===== config.mk =====
export PLATFORM = sky130hd
export DESIGN_NAME = pi_pulse_sequencer
export DESIGN_NICKNAME = d
export VERILOG_FILES = /design/src/rtl/pis_pkg.sv /design/src/rtl/pis_cfg_latch.sv /design/src/rtl/pis_phase_cnt.sv /design/src/rtl/pis_event_map.sv /design/src/rtl/pi_pulse_sequencer.sv
export SDC_FILE = /design/constraint.sdc
export NUM_CORES = 1
export LEC_CHECK = 0
export ABC_AREA = 1
export CAP_MARGIN = 25
export CORE_MARGIN = 2
export CORE_UTILIZATION = 60
export CTS_CLUSTER_DIAMETER = 150
export DETAILED_ROUTE_END_ITERATION = 8
export HOLD_SLACK_MARGIN = 0.1
export PLACE_DENSITY = 0.77
export SETUP_SLACK_MARGIN = 0.3
export SKIP_CTS_REPAIR_TIMING = 1
export SLEW_MARGIN = 10
export SYNTH_ARGS = -nofsm -noshare
export SYNTH_HDL_FRONTEND = slang
export SYNTH_SLANG_ARGS = --single-unit

===== constraint.sdc =====
create_clock -name clk -period 16.61 [get_ports clk]
set_input_delay 1.661 -clock clk [delete_from_list [all_inputs] [get_ports clk]]
set_output_delay 1.661 -clock clk [all_outputs]
set_load 0.01 [all_outputs]

===== src/rtl/pis_pkg.sv =====
package pis_pkg;
   localparam int SMP_N  = 3;
   localparam int SMP_S0 = 0;
   localparam int SMP_S1 = 1;
   localparam int SMP_S2 = 2;

   // lesser of a window end and its limit
   function automatic logic [31:0] sat32(input logic [31:0] a, input logic [31:0] lim);
      return (a > lim) ? lim : a;
   endfunction
endpackage


===== src/rtl/pis_cfg_latch.sv =====
module pis_cfg_latch #(
   parameter int CNT_W = 16
) (
   input  logic             clk,
   input  logic             rst,
   input  logic             load,
   input  logic [CNT_W-1:0] period_i,
   input  logic [CNT_W-1:0] tx_w_i,
   input  logic [CNT_W-1:0] boost_w_i,
   input  logic [CNT_W-1:0] damp_w_i,
   output logic [CNT_W-1:0] cp,
   output logic [CNT_W-1:0] ct,
   output logic [CNT_W-1:0] ck,
   output logic [CNT_W-1:0] cd
);
   always_ff @(posedge clk) begin
      if (rst) begin
         cp <= '0;
         ct <= '0;
         ck <= '0;
         cd <= '0;
      end else if (load) begin
         cp <= period_i;
         ct <= tx_w_i;
         ck <= boost_w_i;
         cd <= damp_w_i;
      end
   end
endmodule


===== src/rtl/pis_phase_cnt.sv =====
module pis_phase_cnt #(
   parameter int CNT_W = 16
) (
   input  logic             clk,
   input  logic             rst,
   input  logic [CNT_W-1:0] plast,
   output logic [CNT_W-1:0] ph,
   output logic             run,
   output logic             load
);
   assign load = !run || (ph == plast);

   always_ff @(posedge clk) begin
      if (rst) begin
         ph  <= '0;
         run <= 1'b0;
      end else if (load) begin
         ph  <= '0;
         run <= 1'b1;
      end else begin
         ph  <= ph + 1'b1;
      end
   end

   // phase never passes the last phase of the latched period
   a_r1_phase_bound: assert property (@(posedge clk) disable iff (rst)
      run |-> (ph <= plast));
endmodule


===== src/rtl/pis_event_map.sv =====
module pis_event_map
   import pis_pkg::*;
#(
   parameter int CNT_W      = 16,
   parameter int CLK_MHZ    = 125,
   parameter int S0_US      = 2,
   parameter int S1_US      = 15,
   parameter int S2_GAP_US  = 30,
   parameter int BLANK_PCT  = 20
) (
   input  logic [CNT_W-1:0]            cp,
   input  logic [CNT_W-1:0]            ct,
   input  logic [CNT_W-1:0]            ck,
   input  logic [CNT_W-1:0]            cd,
   output logic [CNT_W-1:0]            p_len,
   output logic [31:0]                 e_tx,
   output logic [31:0]                 e_boost,
   output logic [31:0]                 e_damp,
   output logic [31:0]                 e_blank,
   output logic [SMP_N-1:0][31:0]      smp_pos,
   output logic                        clamp
);
   localparam logic [31:0] C0 = 32'(S0_US * CLK_MHZ);
   localparam logic [31:0] C1 = 32'(S1_US * CLK_MHZ);
   localparam logic [31:0] C2 = 32'((S1_US + S2_GAP_US) * CLK_MHZ);

   logic [31:0] p32, t32, k32, d32, td32, blen, bl_raw;
   logic [SMP_N-1:0] smp_over;

   assign p_len  = (cp == '0) ? CNT_W'(1) : cp;
   assign p32    = 32'(p_len);
   assign t32    = 32'(ct);
   assign k32    = 32'(ck);
   assign d32    = 32'(cd);
   assign td32   = t32 + d32;
   assign blen   = (p32 * 32'(BLANK_PCT)) / 32'd100;
   assign bl_raw = t32 + blen;

   assign e_tx    = sat32(t32, p32);
   assign e_boost = sat32(k32, p32);
   assign e_damp  = sat32(td32, p32);
   assign e_blank = sat32(bl_raw, p32);

   for (genvar i = 0; i < SMP_N; i++) begin : g_smp
      localparam logic [31:0] OFS = (i == SMP_S0) ? C0 : (i == SMP_S1) ? C1 : C2;
      logic [31:0] raw;
      assign raw         = ((i == SMP_S0) ? td32 : t32) + OFS;
      assign smp_over[i] = (raw >= p32);
      assign smp_pos[i]  = smp_over[i] ? (p32 - 32'd1) : raw;
   end

   assign clamp = (t32 > p32) || (k32 > p32) || (td32 > p32) ||
                  (bl_raw > p32) || (|smp_over);
endmodule


===== src/rtl/pi_pulse_sequencer.sv =====
module pi_pulse_sequencer
   import pis_pkg::*;
#(
   parameter int CNT_W     = 16,
   parameter int CLK_MHZ   = 125,
   parameter int S0_US     = 2,
   parameter int S1_US     = 15,
   parameter int S2_GAP_US = 30,
   parameter int BLANK_PCT = 20
) (
   input  logic             clk,
   input  logic             rst,
   input  logic [CNT_W-1:0] period_i,
   input  logic [CNT_W-1:0] tx_w_i,
   input  logic [CNT_W-1:0] boost_w_i,
   input  logic [CNT_W-1:0] damp_w_i,
   output logic             tx_o,
   output logic             boost_o,
   output logic             damp_o,
   output logic             rx_en_o,
   output logic [2:0]       smp_o,
   output logic             blank_o,
   output logic             reg_en_o,
   output logic             clamp_o
);
   if (CNT_W < 4 || CNT_W > 24) begin : g_bad_w
      $error("CNT_W must lie in 4..24");
   end
   if (BLANK_PCT < 0 || BLANK_PCT > 100) begin : g_bad_pct
      $error("BLANK_PCT must lie in 0..100");
   end
   if (CLK_MHZ < 1 || (S1_US + S2_GAP_US) * CLK_MHZ >= (1 << CNT_W)) begin : g_bad_ofs
      $error("strobe offsets do not fit CNT_W");
   end
   if (S0_US < 0 || S1_US < 0 || S2_GAP_US < 0) begin : g_bad_us
      $error("strobe offsets must be non-negative");
   end

   logic [CNT_W-1:0] cp, ct, ck, cd, p_len, plast, ph;
   logic             run, load, clamp;
   logic [31:0]      e_tx, e_boost, e_damp, e_blank, ph32;
   logic [SMP_N-1:0][31:0] smp_pos;

   pis_phase_cnt #(.CNT_W(CNT_W)) u_cnt (
      .clk(clk), .rst(rst), .plast(plast), .ph(ph), .run(run), .load(load)
   );

   pis_cfg_latch #(.CNT_W(CNT_W)) u_cfg (
      .clk(clk), .rst(rst), .load(load),
      .period_i(period_i), .tx_w_i(tx_w_i), .boost_w_i(boost_w_i), .damp_w_i(damp_w_i),
      .cp(cp), .ct(ct), .ck(ck), .cd(cd)
   );

   pis_event_map #(
      .CNT_W(CNT_W), .CLK_MHZ(CLK_MHZ), .S0_US(S0_US), .S1_US(S1_US),
      .S2_GAP_US(S2_GAP_US), .BLANK_PCT(BLANK_PCT)
   ) u_map (
      .cp(cp), .ct(ct), .ck(ck), .cd(cd), .p_len(p_len),
      .e_tx(e_tx), .e_boost(e_boost), .e_damp(e_damp), .e_blank(e_blank),
      .smp_pos(smp_pos), .clamp(clamp)
   );

   assign plast = p_len - {{(CNT_W-1){1'b0}}, 1'b1};
   assign ph32  = 32'(ph);

   assign tx_o     = run && (ph32 < e_tx);
   assign boost_o  = run && (ph32 < e_boost);
   assign damp_o   = run && (ph32 >= e_tx) && (ph32 < e_damp);
   assign rx_en_o  = run && (ph32 >= e_damp);
   assign blank_o  = run && (ph32 >= e_tx) && (ph32 < e_blank);
   assign reg_en_o = !blank_o;
   assign clamp_o  = run && clamp;

   for (genvar i = 0; i < SMP_N; i++) begin : g_strobe
      assign smp_o[i] = run && (ph32 == smp_pos[i]);
   end

   // transmit and damping never overlap
   a_r3_tx_damp_excl: assert property (@(posedge clk) disable iff (rst)
      !(tx_o && damp_o));

   // latched values hold for the whole period
   a_r2_cfg_hold: assert property (@(posedge clk) disable iff (rst)
      (run && ph != '0) |-> ($stable(cp) && $stable(ct) && $stable(ck) && $stable(cd)));

   // an unclamped strobe never falls inside the transmit pulse
   a_r6_strobe_after_tx: assert property (@(posedge clk) disable iff (rst)
      ((|smp_o) && !clamp_o) |-> !tx_o);

   // receiver unblocks only once transmit and damping are over
   a_r5_rx_after_damp: assert property (@(posedge clk) disable iff (rst)
      $rose(rx_en_o) |-> (!tx_o && !damp_o));

   // reset state on the edge after reset is sampled
   a_r9_reset_state: assert property (@(posedge clk)
      rst |=> (!tx_o && !boost_o && !damp_o && !rx_en_o && smp_o == 3'b000 &&
               !blank_o && reg_en_o && !clamp_o));
endmodule


==> impl_metrics.prom, run 1 <==
# TYPE chip_impl_metric gauge
chip_impl_info{name="timing.critical_path.slowest_stage_cell",value="sky130_fd_sc_hd__fa_2"} 1
chip_impl_metric{name="synthesis.area",unit="sq um"} 13900
chip_impl_metric{name="cts_num_sinks",unit=""} 81
chip_impl_metric{name="grt_max_degree",unit=""} 67
chip_impl_metric{name="hold_violations",unit=""} 0
chip_impl_metric{name="number_of_antenna_violations_at_the_first_check_in_global_routing",unit=""} 1
chip_impl_info{name="layout_commonest_cell",value="sky130_fd_sc_hd__nand2_1"} 1
chip_impl_metric{name="yosysSeqAreaShare",unit="%"} 11.7
chip_impl_metric{name="period_minus_slack",unit="ns"} 15.36
chip_impl_metric{name="die_x",unit="um"} 156
chip_impl_metric{name="first_global_vias",unit=""} 14200
chip_impl_metric{name="area_growth_syn_to_layout",unit="%"} 14.1
chip_impl_metric{name="total_routed_length",unit="um"} 49600
chip_impl_info{name="ctsRootBufferMaster",value="sky130_fd_sc_hd__clkbuf_16"} 1
chip_impl_metric{name="syn_nets",unit=""} 2527
chip_impl_metric{name="design.portCount",unit=""} 76
chip_impl_metric{name="route.antenna.remaining_nets",unit=""} 0
chip_impl_metric{name="fmaxAchievable",unit="GHz"} 0.0651
chip_impl_metric{name="postSynthAreaPerCell",unit="sq um"} 6.26
chip_impl_metric{name="initial_core_utilization",unit="%"} 61.3
chip_impl_metric{name="rr_worst_depth",unit=""} 40
chip_impl_metric{name="drt-vias-per-instance",unit=""} 6.09
chip_impl_metric{name="detail_route.wl_per_cell",unit="um"} 19.2
chip_impl_metric{name="cts-buffers-inserted",unit=""} 9
chip_impl_metric{name="layoutNonFillerInstCount",unit=""} 2583
chip_impl_info{name="setup.worst_path.start_class",value="register"} 1
chip_impl_info{name="most-common-layout-cells",value="467 x sky130_fd_sc_hd__nand2_1, 257 x sky130_fd_sc_hd__inv_1, 234 x sky130_fd_sc_hd__ha_1"} 1
chip_impl_metric{name="detailroute.via_count",unit=""} 15700
chip_impl_metric{name="worst_slew_pin_slew",unit="ns"} 0.962
chip_impl_metric{name="drive_gt1_share",unit="%"} 10.1
chip_impl_metric{name="hold-path-cell-count",unit=""} 2
chip_impl_metric{name="yosysUniqueCellTypes",unit=""} 55
chip_impl_metric{name="number_of_enable_type_register_cells_in_the_synthesized_netlist",unit=""} 0
chip_impl_info{name="rsz0062_at_grt",value="false"} 1
chip_impl_metric{name="drt-initial-drc-count",unit=""} 1905
chip_impl_metric{name="finalNetCount",unit=""} 2596
chip_impl_metric{name="clk_pin_slew_worst_paths",unit="ns"} 0.07
chip_impl_metric{name="io_buffer_count",unit=""} 75
chip_impl_metric{name="core_area",unit="sq um"} 22700
chip_impl_metric{name="gp_weighted_congestion",unit=""} 1.04
chip_impl_info{name="run_status",value="finished clean"} 1
chip_impl_metric{name="synth_warnings",unit=""} 0
chip_impl_metric{name="synth_cells",unit=""} 2223
chip_impl_metric{name="headroom_to_the_max_slew_limit",unit="%"} 35.7
chip_impl_metric{name="clock_path_buffers",unit=""} 2
chip_impl_metric{name="synth_seq_cells",unit=""} 81
chip_impl_metric{name="crit_path_max_fanout",unit=""} 15
chip_impl_info{name="cpMostUsedCell",value="sky130_fd_sc_hd__nand2_2"} 1
chip_impl_metric{name="number_of_h_tree_levels",unit=""} 3
chip_impl_metric{name="critPathArrivalTime",unit="ns"} 13.70
chip_impl_metric{name="grt_pass1_wl",unit="um"} 76300
chip_impl_metric{name="fin_skew",unit="ns"} 0.00923
chip_impl_info{name="synth_ff_type",value="sky130_fd_sc_hd__dfxtp_1"} 1
chip_impl_metric{name="clkLatencyLatePin",unit="ns"} 0.36
chip_impl_metric{name="max_cap_violations",unit=""} 0
chip_impl_metric{name="maxSlewViolCount",unit=""} 0
chip_impl_info{name="worstSetupEndpointType",value="output pin"} 1
chip_impl_metric{name="postSynth.asyncResetShare",unit="%"} 0
chip_impl_metric{name="grt_util_all_layers",unit="%"} 39.8
chip_impl_info{name="clock_tree_from_tritoncts",value="built"} 1
chip_impl_metric{name="placedCellCount",unit=""} 2546
chip_impl_metric{name="setup_violations",unit=""} 0
chip_impl_metric{name="dp_hpwl",unit="um"} 38300
chip_impl_metric{name="slowest_cell_delay_on_critical_path",unit="ns"} 0.47
chip_impl_metric{name="timing.final.crit_share",unit="%"} 92.5
chip_impl_info{name="hold_removal_path_class",value="register to register"} 1
chip_impl_metric{name="worst-endpoint-required",unit="ns"} 14.95
chip_impl_info{name="crit_type",value="register to output pin"} 1
chip_impl_metric{name="die_height",unit="um"} 156
chip_impl_metric{name="drt-pass1-iter-count",unit=""} 6
chip_impl_metric{name="drc",unit=""} 0
chip_impl_metric{name="die-area",unit="sq um"} 24400
chip_impl_metric{name="global_route.overflow_total",unit=""} 0
chip_impl_metric{name="core.rowCount",unit=""} 55
Yosys cell counts (3+ instances only):
cell,number,area [sq um]
sky130_fd_sc_hd__nand2_1,485,1820
sky130_fd_sc_hd__inv_1,262,983
sky130_fd_sc_hd__ha_1,235,2940
sky130_fd_sc_hd__o21ai_0,229,1150
sky130_fd_sc_hd__nor2_1,202,758
sky130_fd_sc_hd__a21oi_1,144,721
sky130_fd_sc_hd__nand3_1,103,515
sky130_fd_sc_hd__xor2_1,91,797
sky130_fd_sc_hd__dfxtp_1,81,1620
sky130_fd_sc_hd__clkbuf_1,58,218
sky130_fd_sc_hd__nand4_1,45,282
sky130_fd_sc_hd__nand2_2,37,231
sky130_fd_sc_hd__nor3_1,25,125
sky130_fd_sc_hd__o21ai_1,20,100
sky130_fd_sc_hd__nand2_4,14,158
sky130_fd_sc_hd__xnor2_1,14,123
sky130_fd_sc_hd__a211oi_1,13,97.6
sky130_fd_sc_hd__inv_2,13,48.8
sky130_fd_sc_hd__nor4_1,13,81.3
sky130_fd_sc_hd__o211ai_1,11,82.6
sky130_fd_sc_hd__nand3_2,10,100
sky130_fd_sc_hd__o21bai_1,10,75.1
sky130_fd_sc_hd__a221oi_1,9,78.8
sky130_fd_sc_hd__o22ai_1,9,56.3
sky130_fd_sc_hd__nor2_2,8,50.1
sky130_fd_sc_hd__o21a_1,8,60.1
sky130_fd_sc_hd__a31oi_1,6,37.5
sky130_fd_sc_hd__nand4_2,6,75.1
sky130_fd_sc_hd__nor3b_1,6,45.0
sky130_fd_sc_hd__o2111ai_1,6,52.6
sky130_fd_sc_hd__a21o_1,5,37.5
sky130_fd_sc_hd__clkinv_1,5,18.8
sky130_fd_sc_hd__and2_1,4,25.0
sky130_fd_sc_hd__fa_1,3,60.1
sky130_fd_sc_hd__nand3b_1,3,22.5
sky130_fd_sc_hd__nor2_4,3,33.8
sky130_fd_sc_hd__o21ai_2,3,26.3
sky130_fd_sc_hd__or2_2,3,18.8
worst max-delay path: cells and delay by family (launching register included):
family,cells,cell delay (ns)
flops,1,0.38
fa+ha+maj,6,1.61
buf+inv,12,1.02
xor+xnor,1,0.18
compound gates,18,2.59
simple gates,79,7.52
registers in the layout, summed over array words and instances, names as in the netlist:
name and count:
u_cfg.cd 16, u_cfg.ck 16, u_cfg.ct 16, u_cnt.run 1, u_cfg.cp 16, u_cnt.ph 16
metrics by stage:
step                setup slack, ns  util (%)  TNS [ns]  hold slack (ns)  area (sq um)
floorplan                      2.12         -         0            0.450         13900
global placement              0.942      65.9         0            0.488         15000
detailed placement            0.362      65.9         0            0.501         15000
CTS                         -0.0451      67.4   -0.0451            0.512         15300
global route                  0.123      69.9         0            0.546         15900
finish                         1.25      69.9         0            0.513         15900
layout make-up:
type | count | area, sq um
Inverter | 281 | 1060
Timing Repair Buffer | 118 | 1090
Tap cell | 285 | 357
Fill cell | 2069 | 6840
Multi-Input combinational cell | 1801 | 11400
Clock inverter | 5 | 85.1
Sequential cell | 81 | 1640
Clock buffer | 11 | 253
Antenna cell | 1 | 2.50
per-layer routing:
layer,global-route usage [%],vias up,share of wire [%]
met5,0.621,-,0
met4,13.9,0,4.4
met3,10.6,147,12
met2,60.8,822,41
met1,53.8,7143,42
li1,-,7614,-
path summary, 6_finish.rpt:
| path | to | slack, ns | start |
|---|---|---|---|
| max | blank_o | 1.25 | u_cfg.cp[1] |
| min | u_cfg.ck[0] | 0.51 | u_cfg.ck[0] |
| min reg2reg | u_cfg.ck[0] | 0.51 | u_cfg.ck[0] |
| max reg2reg | u_cnt.ph[13] | 9.50 | u_cfg.cp[1] |
cell families after synthesis:
logic type	count (synthesis)	synth area share (%)
XOR/XNOR	105	6.61
adder cells (fa/ha/maj)	238	21.6
flip-flops	81	11.7
buffers and inverters	341	9.22
AND/OR/NAND/NOR	969	31.4
AO/OA/AOI/OAI	489	19.5
Power of run 1 is left out: the tool's default activity adds up to more than one toggle a clock period on the data nets, which glitch-free logic cannot reach.
==> run 2, diff against run 1 <==
CELL_PAD_IN_SITES_DETAIL_PLACEMENT = 1   (was unset)
CELL_PAD_IN_SITES_GLOBAL_PLACEMENT = 1   (was unset)
CORE_MARGIN = 4   (was 2)
CORE_UTILIZATION = 45   (was 60)
PLACE_DENSITY = 0.81   (was 0.77)
==> impl_metrics.prom, run 2 (synthesized netlist as in run 1, its figures left out) <==
# TYPE chip_impl_metric gauge
chip_impl_info{name="run_status",value="finished clean"} 1
chip_impl_metric{name="clkLatencyLatePin",unit="ns"} 0.37
chip_impl_metric{name="maxSlewViolCount",unit=""} 0
chip_impl_metric{name="rr_worst_depth",unit=""} 39
chip_impl_metric{name="fin_skew",unit="ns"} 0.0196
chip_impl_metric{name="number_of_antenna_violations_at_the_first_check_in_global_routing",unit=""} 0
chip_impl_metric{name="clock_path_buffers",unit=""} 2
chip_impl_metric{name="critPathArrivalTime",unit="ns"} 14.03
chip_impl_metric{name="multi_input_comb_area",unit="sq um"} 11500
chip_impl_metric{name="detail_route.wl_per_cell",unit="um"} 22.1
chip_impl_metric{name="die-area",unit="sq um"} 33800
chip_impl_metric{name="hold_violations",unit=""} 0
chip_impl_metric{name="postPlaceCellArea",unit="sq um"} 15100
chip_impl_metric{name="finished_cell_area",unit="sq um"} 16300
chip_impl_metric{name="setup_violations",unit=""} 0
chip_impl_metric{name="clk_pin_slew_worst_paths",unit="ns"} 0.08
chip_impl_metric{name="drc",unit=""} 0
chip_impl_metric{name="fill_cells",unit=""} 4138
chip_impl_info{name="hold_removal_path_class",value="register to register"} 1
chip_impl_info{name="worstSetupEndpointType",value="output pin"} 1
chip_impl_info{name="setup.worst_path.start_class",value="register"} 1
chip_impl_metric{name="slowest_cell_delay_on_critical_path",unit="ns"} 0.76
chip_impl_metric{name="fmaxAchievable",unit="GHz"} 0.0637
chip_impl_metric{name="global_route.overflow_total",unit=""} 0
chip_impl_metric{name="first_global_vias",unit=""} 16100
chip_impl_metric{name="drive_gt1_share",unit="%"} 11.6
chip_impl_metric{name="gp_weighted_congestion",unit=""} 0.974
chip_impl_info{name="layout_commonest_cell",value="sky130_fd_sc_hd__nand2_1"} 1
chip_impl_metric{name="io_buffer_count",unit=""} 75
chip_impl_metric{name="num_antenna_cells",unit=""} 0
chip_impl_metric{name="max_cap_violations",unit=""} 0
chip_impl_metric{name="utilization_of_the_core_after_routing",unit="%"} 53.4
chip_impl_metric{name="drt-vias-per-instance",unit=""} 5.95
chip_impl_metric{name="worst-endpoint-required",unit="ns"} 14.95
chip_impl_metric{name="route.antenna.remaining_nets",unit=""} 0
chip_impl_metric{name="total_routed_length",unit="um"} 60100
chip_impl_metric{name="cts_num_sinks",unit=""} 81
chip_impl_metric{name="worst_slew_pin_slew",unit="ns"} 0.986
chip_impl_metric{name="drt-initial-drc-count",unit=""} 1208
chip_impl_metric{name="dp_hpwl",unit="um"} 46700
chip_impl_metric{name="area_growth_syn_to_layout",unit="%"} 17.0
chip_impl_metric{name="finalNetCount",unit=""} 2625
chip_impl_metric{name="detailroute.via_count",unit=""} 16200
chip_impl_metric{name="crit_path_max_fanout",unit=""} 8
chip_impl_metric{name="number_of_h_tree_levels",unit=""} 3
chip_impl_metric{name="die_x",unit="um"} 184
chip_impl_metric{name="grt_max_degree",unit=""} 67
chip_impl_info{name="most-common-layout-cells",value="462 x sky130_fd_sc_hd__nand2_1, 257 x sky130_fd_sc_hd__inv_1, 234 x sky130_fd_sc_hd__ha_1"} 1
chip_impl_metric{name="hold-path-cell-count",unit=""} 2
chip_impl_info{name="cpMostUsedCell",value="sky130_fd_sc_hd__nand2_2"} 1
chip_impl_info{name="hold_start",value="u_cfg.ck[0]"} 1
chip_impl_info{name="ctsRootBufferMaster",value="sky130_fd_sc_hd__clkbuf_16"} 1
chip_impl_metric{name="core.rowCount",unit=""} 64
chip_impl_metric{name="period_minus_slack",unit="ns"} 15.69
chip_impl_metric{name="headroom_to_the_max_slew_limit",unit="%"} 34.1
chip_impl_info{name="timing.critical_path.slowest_stage_cell",value="sky130_fd_sc_hd__o41ai_1"} 1
chip_impl_metric{name="initial_core_utilization",unit="%"} 45.6
chip_impl_info{name="whs_endpoint",value="u_cfg.ck[0]"} 1
chip_impl_info{name="clock_tree_from_tritoncts",value="built"} 1
chip_impl_metric{name="design.portCount",unit=""} 76
chip_impl_info{name="crit_type",value="register to output pin"} 1
chip_impl_metric{name="grt_util_all_layers",unit="%"} 33.9
chip_impl_metric{name="cts-buffers-inserted",unit=""} 9
chip_impl_info{name="rr_startpoint",value="u_cfg.cp[9]"} 1
chip_impl_metric{name="core_area",unit="sq um"} 30500
chip_impl_metric{name="die_height",unit="um"} 184
chip_impl_metric{name="grt_pass1_wl",unit="um"} 90100
chip_impl_metric{name="timing.final.crit_share",unit="%"} 94.5
chip_impl_metric{name="sequential_cell_area",unit="sq um"} 1650
chip_impl_metric{name="r2r_setup_slack",unit="ns"} 9.45
chip_impl_info{name="worstReg2RegEnd",value="u_cfg.cp[3]"} 1
chip_impl_metric{name="drt-pass1-iter-count",unit=""} 5
[run 2: worst max-delay path by stage]
| stage | from | end | slack, ns | cells after the start |
|---|---|---|---|---|
| after floorplan | u_cfg.cp[1] | blank_o | 2.12 | 107 |
| final | u_cfg.cp[9] | clamp_o | 0.92 | 103 |
| after global routing | u_cfg.cp[9] | blank_o | -0.09 | 110 |
| after detailed placement | u_cfg.cp[1] | blank_o | 0.07 | 106 |
| after global placement | u_cfg.cp[1] | blank_o | 0.89 | 108 |
| after CTS | u_cfg.cp[1] | blank_o | -0.40 | 106 |
[run 2: per-stage QoR]
step	std cells	TNS (ns)	setup WS (ns)	hold WS [ns]
CTS	2679	-0.705	-0.400	0.503
detailed placement	2663	0	0.0694	0.490
global route	2722	-0.174	-0.0885	0.543
floorplan	2223	0	2.12	0.450
finish	2722	0	0.920	0.505
global placement	2662	0	0.895	0.485
[run 2: area by class of cell]
| type | count | share of cell area, % |
|---|---|---|
| flip-flops and latches | 81 | 10.1 |
| clock inverters | 7 | 0.523 |
| repair buffers | 147 | 7.97 |
| clock buffers | 9 | 1.38 |
| inverters | 281 | 6.49 |
| multi-input cells | 1801 | 70.5 |
| well taps | 396 | 3.04 |
[run 2: critical path, delay by kind of cell, from the launching register on]
| family | cells | cell delay (ns) |
|---|---|---|
| AO/OA/AOI/OAI | 17 | 2.86 |
| XOR/XNOR | 1 | 0.22 |
| adder cells (fa/ha/maj) | 5 | 1.27 |
| buffers and inverters | 14 | 1.77 |
| flip-flops | 1 | 0.43 |
| AND/OR/NAND/NOR | 66 | 7.11 |
[run 2: metal layers]
| metal | vias to the layer above | part of all wire (%) | global-route usage [%] |
|---|---|---|---|
| met5 | - | 0 | 0 |
| met4 | 0 | 4.3 | 11.3 |
| met3 | 155 | 7.6 | 5.94 |
| met2 | 570 | 45 | 56.3 |
| met1 | 7779 | 43 | 44.6 |
| li1 | 7683 | - | - |
Power of run 2 is left out for the same reason.
==> run 3, diff against run 2 <==
CAP_MARGIN = 10   (was 25)
==> impl_metrics.prom, run 3 (synthesized netlist as in run 1, its figures left out) <==
# TYPE chip_impl_metric gauge
chip_impl_metric{name="clock_path_buffers",unit=""} 2
chip_impl_info{name="hold_removal_path_class",value="register to register"} 1
chip_impl_metric{name="number_of_h_tree_levels",unit=""} 3
chip_impl_metric{name="area_growth_syn_to_layout",unit="%"} 15.7
chip_impl_metric{name="setup_total_negative_slack",unit="ns"} 0
chip_impl_metric{name="fin_skew",unit="ns"} 0.0129
chip_impl_info{name="setup.worst_path.start_class",value="register"} 1
chip_impl_metric{name="core.rowCount",unit=""} 64
chip_impl_metric{name="crit_path_max_fanout",unit=""} 7
chip_impl_metric{name="worst-endpoint-required",unit="ns"} 14.95
chip_impl_info{name="run_status",value="finished clean"} 1
chip_impl_metric{name="first_global_vias",unit=""} 16100
chip_impl_info{name="timing.critical_path.from",value="u_cfg.cp[12]"} 1
chip_impl_metric{name="layoutNonFillerInstCount",unit=""} 2704
chip_impl_metric{name="critPathArrivalTime",unit="ns"} 13.80
chip_impl_metric{name="core_area",unit="sq um"} 30500
chip_impl_metric{name="drt-vias-per-instance",unit=""} 5.96
chip_impl_metric{name="grt_pass1_wl",unit="um"} 90000
chip_impl_metric{name="setup_violations",unit=""} 0
chip_impl_metric{name="drive_gt1_share",unit="%"} 10.7
chip_impl_metric{name="die_height",unit="um"} 184
chip_impl_metric{name="design.portCount",unit=""} 76
chip_impl_metric{name="drt-initial-drc-count",unit=""} 1172
chip_impl_metric{name="clk_pin_slew_worst_paths",unit="ns"} 0.08
chip_impl_metric{name="worst_slew_pin_slew",unit="ns"} 1.25
chip_impl_metric{name="max_cap_violations",unit=""} 0
chip_impl_info{name="clock_tree_from_tritoncts",value="built"} 1
chip_impl_info{name="rsz0062_at_grt",value="false"} 1
chip_impl_metric{name="gp_weighted_congestion",unit=""} 0.974
chip_impl_metric{name="route.antenna.remaining_nets",unit=""} 0
chip_impl_metric{name="dp_hpwl",unit="um"} 46600
chip_impl_metric{name="drc",unit=""} 0
chip_impl_metric{name="initial_core_utilization",unit="%"} 45.6
chip_impl_metric{name="maxSlewViolCount",unit=""} 0
chip_impl_metric{name="global_route.overflow_total",unit=""} 0
chip_impl_metric{name="number_of_antenna_violations_at_the_first_check_in_global_routing",unit=""} 2
chip_impl_metric{name="fmaxAchievable",unit="GHz"} 0.0647
chip_impl_metric{name="headroom_to_the_max_slew_limit",unit="%"} 15.9
chip_impl_metric{name="grt_util_all_layers",unit="%"} 33.9
chip_impl_metric{name="io_buffer_count",unit=""} 75
chip_impl_metric{name="die_x",unit="um"} 184
chip_impl_metric{name="period_minus_slack",unit="ns"} 15.46
chip_impl_metric{name="r2r_setup_slack",unit="ns"} 9.49
chip_impl_info{name="ctsRootBufferMaster",value="sky130_fd_sc_hd__clkbuf_16"} 1
chip_impl_info{name="worstSetupEndpointType",value="output pin"} 1
chip_impl_metric{name="drt-pass1-iter-count",unit=""} 5
chip_impl_info{name="layout_commonest_cell",value="sky130_fd_sc_hd__nand2_1"} 1
chip_impl_metric{name="timing.final.crit_share",unit="%"} 93.1
chip_impl_metric{name="die-area",unit="sq um"} 33800
chip_impl_metric{name="finished_cell_area",unit="sq um"} 16100
chip_impl_metric{name="total_routed_length",unit="um"} 60000
chip_impl_info{name="most-common-layout-cells",value="464 x sky130_fd_sc_hd__nand2_1, 256 x sky130_fd_sc_hd__inv_1, 234 x sky130_fd_sc_hd__ha_1"} 1
chip_impl_metric{name="cts_num_sinks",unit=""} 81
chip_impl_info{name="worstReg2RegEnd",value="u_cfg.cp[3]"} 1
chip_impl_metric{name="slowest_cell_delay_on_critical_path",unit="ns"} 0.55
chip_impl_metric{name="finalNetCount",unit=""} 2607
chip_impl_metric{name="postPlaceCellArea",unit="sq um"} 15100
chip_impl_metric{name="rr_worst_depth",unit=""} 39
chip_impl_metric{name="num_antenna_cells",unit=""} 0
chip_impl_metric{name="cts-buffers-inserted",unit=""} 9
chip_impl_metric{name="grt_max_degree",unit=""} 67
chip_impl_info{name="crit_type",value="register to output pin"} 1
chip_impl_metric{name="wl_met2",unit="um"} 27100
chip_impl_info{name="timing.critical_path.slowest_stage_cell",value="sky130_fd_sc_hd__o41ai_2"} 1
chip_impl_metric{name="placedCellCount",unit=""} 2662
chip_impl_info{name="cpMostUsedCell",value="sky130_fd_sc_hd__nand2_2"} 1
chip_impl_metric{name="detail_route.wl_per_cell",unit="um"} 22.2
chip_impl_metric{name="detailroute.wirelength.met3",unit="um"} 4230
chip_impl_info{name="setup_crit_end",value="clamp_o"} 1
chip_impl_metric{name="clkLatencyLatePin",unit="ns"} 0.37
chip_impl_metric{name="detailroute.via_count",unit=""} 16100
chip_impl_info{name="highest-signal-layer",value="met5"} 1
chip_impl_metric{name="hold_violations",unit=""} 0
chip_impl_metric{name="total_routed_wire_length_on_the_met1_layer",unit="um"} 25800
chip_impl_info{name="rr_startpoint",value="u_cfg.cp[12]"} 1
run 3: changes by cell type in the layout (fill, tap and decap cells not counted), moves of 3 or more:
| cell | before | now |
|---|---|---|
| sky130_fd_sc_hd__buf_4 | 68 | 51 |
| sky130_fd_sc_hd__nand3_1 | 88 | 93 |
| sky130_fd_sc_hd__o21ai_1 | 23 | 19 |
| sky130_fd_sc_hd__dfxtp_2 | 2 | 5 |
| sky130_fd_sc_hd__dfxtp_4 | 7 | 4 |
| sky130_fd_sc_hd__nand3_2 | 19 | 16 |
| sky130_fd_sc_hd__o21ai_2 | 10 | 13 |
run 3: metal layers:
layer | global-route usage, % | vias up
li1 | - | 7634
met3 | 6.19 | 161
met4 | 12.9 | 6
met2 | 55.9 | 523
met1 | 44.3 | 7787
met5 | 0 | -
run 3: worst max-delay path: cells and delay by family, from the launching register on:
kind | cells | cell delay, ns
xor gates and xnor gates | 1 | 0.23
AOI/OAI and AO/OA | 16 | 2.67
adders and majority gates | 5 | 1.28
buffers and inverters | 11 | 1.34
and+or+nand+nor | 75 | 7.42
DFF | 1 | 0.44
run 3: area by class of cell:
| cell class | instances | area, sq um |
|---|---|---|
| Clock buffer | 9 | 225 |
| Inverter | 281 | 1060 |
| Sequential cell | 81 | 1640 |
| Clock inverter | 7 | 86.3 |
| Tap cell | 396 | 495 |
| Timing Repair Buffer | 129 | 1160 |
| Fill cell | 4178 | 14400 |
| Multi-Input combinational cell | 1801 | 11400 |
run 3: worst min path at each step:
stage,depth (start not counted),start,slack [ns],end
6_report,2,u_cfg.ck[0],0.51,u_cfg.ck[0]
3_3_place_gp,2,u_cfg.ck[0],0.49,u_cfg.ck[0]
3_5_place_dp,2,u_cfg.ck[0],0.49,u_cfg.ck[0]
2_1_floorplan,2,u_cfg.ck[0],0.45,u_cfg.ck[0]
4_1_cts,2,u_cfg.ck[0],0.51,u_cfg.ck[0]
5_1_grt,2,u_cfg.ck[0],0.55,u_cfg.ck[0]
run 3: metrics by stage:
| step | setup WS (ns) | utilization, % | hold slack (ns) |
|---|---|---|---|
| after global placement | 0.895 | 49.6 | 0.485 |
| after CTS | -0.378 | 50.7 | 0.507 |
| after floorplan | 2.12 | - | 0.450 |
| after global routing | 0.00552 | 52.8 | 0.553 |
| final | 1.15 | 52.8 | 0.513 |
| after detailed placement | 0.103 | 49.6 | 0.495 |
Power of run 3 is left out for the same reason.
